==> src/rtl/pwm_chan_pkg.sv <==
package pwm_chan_pkg;
  typedef struct packed {
    logic run;
    logic reload;
    logic inv;
    logic oe;
  } pwm_ctrl_t;
endpackage

==> src/rtl/pwm_prescaler.sv <==
module pwm_prescaler #(
  parameter int PSC_W = 8
) (
  input  logic             clk,
  input  logic             rst,
  input  logic             run,
  input  logic [PSC_W-1:0] psc,
  output logic             tick
);
  logic [PSC_W-1:0] div_q;

  assign tick = run && (div_q >= psc);

  always_ff @(posedge clk) begin
    if (rst)       div_q <= '0;
    else if (!run) div_q <= '0;
    else if (tick) div_q <= '0;
    else           div_q <= div_q + 1'b1;
  end

  assert_divider_restart_R1: assert property (@(posedge clk) disable iff (rst)
    !run |=> (div_q == '0));
endmodule

==> src/rtl/pwm_shadow.sv <==
module pwm_shadow #(
  parameter int CNT_W = 16
) (
  input  logic             clk,
  input  logic             rst,
  input  logic             mode,
  input  logic             per_wr,
  input  logic [CNT_W-1:0] per_d,
  input  logic             cmp_wr,
  input  logic [CNT_W-1:0] cmp_d,
  input  logic             load,
  output logic [CNT_W-1:0] per_stage,
  output logic [CNT_W-1:0] cmp_act
);
  logic             mode_q;
  logic             mode_rise;
  logic [CNT_W-1:0] cmp_stage;

  assign mode_rise = mode && !mode_q;

  always_ff @(posedge clk) begin
    if (rst) begin
      mode_q    <= 1'b0;
      per_stage <= '0;
      cmp_stage <= '0;
      cmp_act   <= '0;
    end else begin
      mode_q <= mode;
      if (mode_rise) begin
        per_stage <= '0;
        cmp_stage <= '0;
        cmp_act   <= '0;
      end else begin
        if (per_wr) per_stage <= per_d;
        if (cmp_wr) cmp_stage <= cmp_d;
        if (load)   cmp_act   <= cmp_stage;
      end
    end
  end

  assert_mode_clear_R7: assert property (@(posedge clk) disable iff (rst)
    mode_rise |=> (per_stage == '0 && cmp_act == '0));
endmodule

==> src/rtl/pwm_counter.sv <==
module pwm_counter #(
  parameter int CNT_W = 16
) (
  input  logic             clk,
  input  logic             rst,
  input  pwm_chan_pkg::pwm_ctrl_t ctrl,
  input  logic             tick,
  input  logic [CNT_W-1:0] per_stage,
  input  logic [CNT_W-1:0] cmp_act,
  output logic             load,
  output logic             zero_hit,
  output logic [CNT_W-1:0] cnt,
  output logic             pwm_o
);
  localparam logic [CNT_W-1:0] ONE = CNT_W'(1);
  logic fresh;
  logic raw;

  assign load     = tick && (fresh || (cnt == '0 && ctrl.reload));
  assign zero_hit = tick && !load && (cnt == ONE);
  assign raw      = ctrl.run && (cnt > cmp_act);

  always_ff @(posedge clk) begin
    if (rst) begin
      cnt   <= '0;
      fresh <= 1'b1;
      pwm_o <= 1'b0;
    end else begin
      if (!ctrl.run) fresh <= 1'b1;
      else if (tick) fresh <= 1'b0;
      if (load)                    cnt <= per_stage;
      else if (tick && cnt != '0)  cnt <= cnt - ONE;
      pwm_o <= ctrl.oe & (raw ^ ctrl.inv);
    end
  end

  assert_hold_stopped_R2: assert property (@(posedge clk) disable iff (rst)
    !ctrl.run |=> $stable(cnt));
  assert_start_load_R3: assert property (@(posedge clk) disable iff (rst)
    load |=> (cnt == $past(per_stage)));
  assert_oneshot_halt_R5: assert property (@(posedge clk) disable iff (rst)
    (cnt == '0 && !ctrl.reload && !fresh) |=> (cnt == '0));
  assert_idle_level_R6: assert property (@(posedge clk) disable iff (rst)
    (!ctrl.run && ctrl.oe) |=> (pwm_o == $past(ctrl.inv)));
endmodule

==> src/rtl/pwm_irq.sv <==
module pwm_irq (
  input  logic clk,
  input  logic rst,
  input  logic set,
  input  logic clr,
  input  logic ien,
  output logic irq
);
  logic flag_q;
  logic flag_d;

  assign flag_d = set ? 1'b1 : (clr ? 1'b0 : flag_q);

  always_ff @(posedge clk) begin
    if (rst) begin
      flag_q <= 1'b0;
      irq    <= 1'b0;
    end else begin
      flag_q <= flag_d;
      irq    <= flag_d & ien;
    end
  end

  assert_set_wins_R8: assert property (@(posedge clk) disable iff (rst)
    set |=> flag_q);
endmodule

==> src/rtl/pwm_down_channel.sv <==
module pwm_down_channel #(
  parameter int PSC_W = 8,
  parameter int CNT_W = 16
) (
  input  logic             clk,
  input  logic             rst,
  input  logic [PSC_W-1:0] prescale,
  input  logic             run_en,
  input  logic             mode_reload,
  input  logic             out_inv,
  input  logic             out_en,
  input  logic             irq_en,
  input  logic             period_wr,
  input  logic [CNT_W-1:0] period_data,
  input  logic             duty_wr,
  input  logic [CNT_W-1:0] duty_data,
  input  logic             flag_clr,
  output logic             pwm_out,
  output logic [CNT_W-1:0] count_val,
  output logic             irq
);
  import pwm_chan_pkg::*;

  pwm_ctrl_t        ctrl;
  logic             tick;
  logic             load;
  logic             zero_hit;
  logic [CNT_W-1:0] per_stage;
  logic [CNT_W-1:0] cmp_act;

  assign ctrl = '{run: run_en, reload: mode_reload, inv: out_inv, oe: out_en};

  pwm_prescaler #(.PSC_W(PSC_W)) u_div (
    .clk(clk), .rst(rst), .run(run_en), .psc(prescale), .tick(tick)
  );

  pwm_shadow #(.CNT_W(CNT_W)) u_shadow (
    .clk(clk), .rst(rst), .mode(mode_reload),
    .per_wr(period_wr), .per_d(period_data),
    .cmp_wr(duty_wr), .cmp_d(duty_data),
    .load(load), .per_stage(per_stage), .cmp_act(cmp_act)
  );

  pwm_counter #(.CNT_W(CNT_W)) u_cnt (
    .clk(clk), .rst(rst), .ctrl(ctrl), .tick(tick),
    .per_stage(per_stage), .cmp_act(cmp_act),
    .load(load), .zero_hit(zero_hit), .cnt(count_val), .pwm_o(pwm_out)
  );

  pwm_irq u_irq (
    .clk(clk), .rst(rst), .set(zero_hit), .clr(flag_clr),
    .ien(irq_en), .irq(irq)
  );
endmodule

==> config.mk <==
export PLATFORM = sky130hd
export DESIGN_NAME = pwm_down_channel
export DESIGN_NICKNAME = d
export VERILOG_FILES = /design/src/rtl/pwm_chan_pkg.sv /design/src/rtl/pwm_prescaler.sv /design/src/rtl/pwm_shadow.sv /design/src/rtl/pwm_counter.sv /design/src/rtl/pwm_irq.sv /design/src/rtl/pwm_down_channel.sv
export SDC_FILE = /design/constraint.sdc
export NUM_CORES = 1
export LEC_CHECK = 0
export BUFFER_PORTS_ARGS = -buffer_cell sky130_fd_sc_hd__buf_4
export CORE_UTILIZATION = 40
export CTS_CLUSTER_DIAMETER = 120
export DETAILED_ROUTE_END_ITERATION = 8
export RECOVER_POWER = 100
export SLEW_MARGIN = 20
export SYNTH_ARGS = -nofsm -noshare
export SYNTH_HDL_FRONTEND = slang
export SYNTH_HIERARCHICAL = 1
export SYNTH_SLANG_ARGS = --single-unit
==> constraint.sdc <==
create_clock -name clk -period 2.6 [get_ports clk]
set_input_delay 0.52 -clock clk [delete_from_list [all_inputs] [get_ports clk]]
set_output_delay 0.52 -clock clk [all_outputs]
set_load 0.01 [all_outputs]
==> reports/results.ini <==
[placed_design]
gpl_congestion=0.843
buffer_ports.inserted=67
dp.final_hpwl_um=6830
placed_cells=620

[logic_synthesis]
synthesis.nets=505
post_synth_design_cell_area_um2=4140
async_flop_share_pct=0
synth.distinct_cells=53
synth_edf_count=0
synth-main-ff-cell=dfxtp_1
synth_seq_cells=77
synth.yosys.warnings=6
syn_inst=427
synth_seq_area_share_pct=37.2
syn_area_per_cell_um2=9.70

[cells_and_area]
most-common-layout-cells=dfxtp_1 (77), buf_4 (58), mux2i_1 (50), nor3_1 (41), inv_1 (33)
post_route_cells_drive_above_1_share_pct=19.5
syn_to_final_growth_pct=14.5
final_core_util_pct=47.9
n_fill_cell=994
ff_latch_area_um2=1540
final_nets=576
final_common_cell=dfxtp_1
num_antenna_cells=0
area_of_the_multi_input_gates_um2=2150
finalNonFillerCells=635

[floorplan]
count_of_standard_cell_rows=36
ios=68
fp.dieW_um=104
initial_core_util_pct=41.8
height_of_the_die_um=104
design.die.area_um2=10800
core_area_um2=9910

[routing]
drc=0
finalWirelength_um=9350
via_count=3275
vias_per_cell=5.16
wl_per_cell_um=14.7
drtPass1Iterations=4
antenna_violating_nets_post_route=0
drt_iter0_drcs=86

[timing]
setup_viol=0
maxSlewHeadroom_pct=27.2
f_max_mhz=414
slew_violations=0
fin_skew_ns=0.00892
fin_crit_ns=2.42
rsz0062_at_grt=no
timing.final.crit_share_pct=92.9
tightest_slew_ns=1.09
hold_viol=0

[worst_hold_path]
hold-path-cell-count=3
hold_path.class=in2reg

[worst_setup_path]
crit_required_ns=2.80
crit_arrival_ns=2.62
crit_type=reg2reg
crit_path_max_fanout=4
timing.reg2reg.worst_path_depth=9
critPathLaunchType=register
timing.critical_path.to_type=register

[clocking]
cts_buffers=9
cts.sinks=77
ctsLongestPathBuffers=2
clk_pin_slew_worst_paths_ns=0.08
clock_latency_late_sink_ns=0.34
tritoncts=yes
cts.htree.levels=3
cts_post_setup_buffers_inserted=0
clk_root_buffer_cell=clkbuf_8

[grt]
grt_pass1_wl_um=15700
track_usage_pct=18.1
grt_pass1_vias=3341
maximum_number_of_pins_on_one_net_before_global_route_repair=49
number_of_antenna_violations_at_the_first_check_in_global_routing=0
grt_remaining_overflow=0

[power]
power_per_cell_area_nw_per_um2=505
power_uw=2400
vdd_drop_max_uv=238
p_leak_uw=0.00196

[run]
maxCapViolCount=0

[outcome]
outcome=complete, no violations

-- cells by family (layout without fill, tap and decap cells) --
| logic type | count (synthesis) | in the layout | share of synthesized area [%] |
|---|---|---|---|
| multiplexers | 50 | 50 | 12.1 |
| XOR/XNOR | 13 | 13 | 2.75 |
| buffers and inverters | 59 | 134 | 8.15 |
| AO/OA/AOI/OAI | 62 | 62 | 10.1 |
| AND/OR/NAND/NOR | 138 | 138 | 21.2 |
| adder cells (fa/ha/maj) | 28 | 28 | 8.45 |
| flip-flops | 77 | 77 | 37.2 |
-- final timing paths --
check                      start        endpoint  slack, ns
setup reg to reg  u_div/div_q[2]    u_cnt/cnt[0]       0.18
hold / removal            irq_en       u_irq/irq       0.43
setup / recovery  u_div/div_q[2]    u_cnt/cnt[0]       0.18
hold reg to reg   u_div/div_q[0]  u_div/div_q[0]       0.47
-- power by group --
| part | total (uW) | switching [uW] | internal (uW) |
|---|---|---|---|
| Combinational | 194 | 98.4 | 95.5 |
| Sequential | 1220 | 14.8 | 1200 |
| Clock | 983 | 426 | 557 |
| Total | 2400 | 540 | 1860 |
-- stage by stage --
step / TNS, ns / setup slack, ns / hold WS, ns / instance area [um^2]
floorplan: 0 / 0.0588 / 0.430 / 4150
global placement: 0 / 0.0114 / 0.450 / 4760
detailed placement: -0.0434 / -0.0434 / 0.455 / 4760
CTS: 0 / 0.221 / 0.414 / 4980
global route: 0 / 0.0293 / 0.427 / 4750
finish: 0 / 0.185 / 0.431 / 4750
-- synthesized netlist by cell type (3+ instances only) --
cell | n | share of area (%)
clkbuf_1 | 4 | 0.36
ha_1 | 28 | 8.5
nor3_1 | 22 | 2.7
buf_12 | 3 | 1.4
o21ai_0 | 9 | 1.1
a211oi_1 | 7 | 1.3
buf_2 | 9 | 1.1
a31oi_1 | 5 | 0.75
buf_6 | 7 | 1.9
nand2_1 | 19 | 1.7
dfxtp_1 | 77 | 37
nor2_1 | 30 | 2.7
xnor2_1 | 9 | 1.9
nand4_1 | 4 | 0.60
mux2i_1 | 50 | 12
a32oi_1 | 5 | 1.1
xor2_1 | 4 | 0.85
nor4_1 | 3 | 0.45
a21oi_1 | 19 | 2.3
nand3_1 | 8 | 0.97
inv_1 | 33 | 3.0
nor3_2 | 32 | 7.7
nor2b_1 | 4 | 0.60
-- sequential cells by signal, indices dropped and copies added (netlist names) --
signal              count
u_cnt/cnt              16
u_shadow/cmp_act       16
u_shadow/cmp_stage     16
u_shadow/per_stage     16
u_div/div_q             8
u_cnt/fresh             1
u_cnt/pwm_o             1
u_irq/flag_q            1
u_irq/irq               1
u_shadow/mode_q         1
-- layer usage --
| metal | share of wire (%) | routed length (um) | GRT usage (%) |
|---|---|---|---|
| met4 | 2.0 | 185 | 8.37 |
| met3 | 4.8 | 448 | 4.22 |
| met1 | 48 | 4510 | 23.0 |
| met2 | 45 | 4200 | 28.9 |
| met5 | 0 | 0 | 0 |
-- timing repair --
| item | in CTS | in global routing |
|---|---|---|
| endpoints found under the setup margin | 0 | 3 |
| resized for setup | 0 | 2 |
| hold buffers | 0 | 0 |
-- area by class of cell --
| cell class | instances | share of cell area (%) |
|---|---|---|
| Clock inverter | 5 | 1.58 |
| Clock buffer | 10 | 2.90 |
| Sequential cell | 77 | 32.5 |
| Inverter | 34 | 2.69 |
| Tap cell | 133 | 3.51 |
| Timing Repair Buffer | 85 | 11.5 |
| Multi-Input combinational cell | 291 | 45.3 |
-- worst max-delay path, stage by stage (launching register included) --
cell,delay [ns]
dfxtp_1,0.40
ha_1,0.27
a211oi_1,0.22
o21ai_1,0.12
a21oi_1,0.32
nor2b_2,0.11
o21ai_0,0.15
clkbuf_1,0.21
nor3_1,0.07
a2111oi_0,0.41
(Power assumes the default switching activity.)
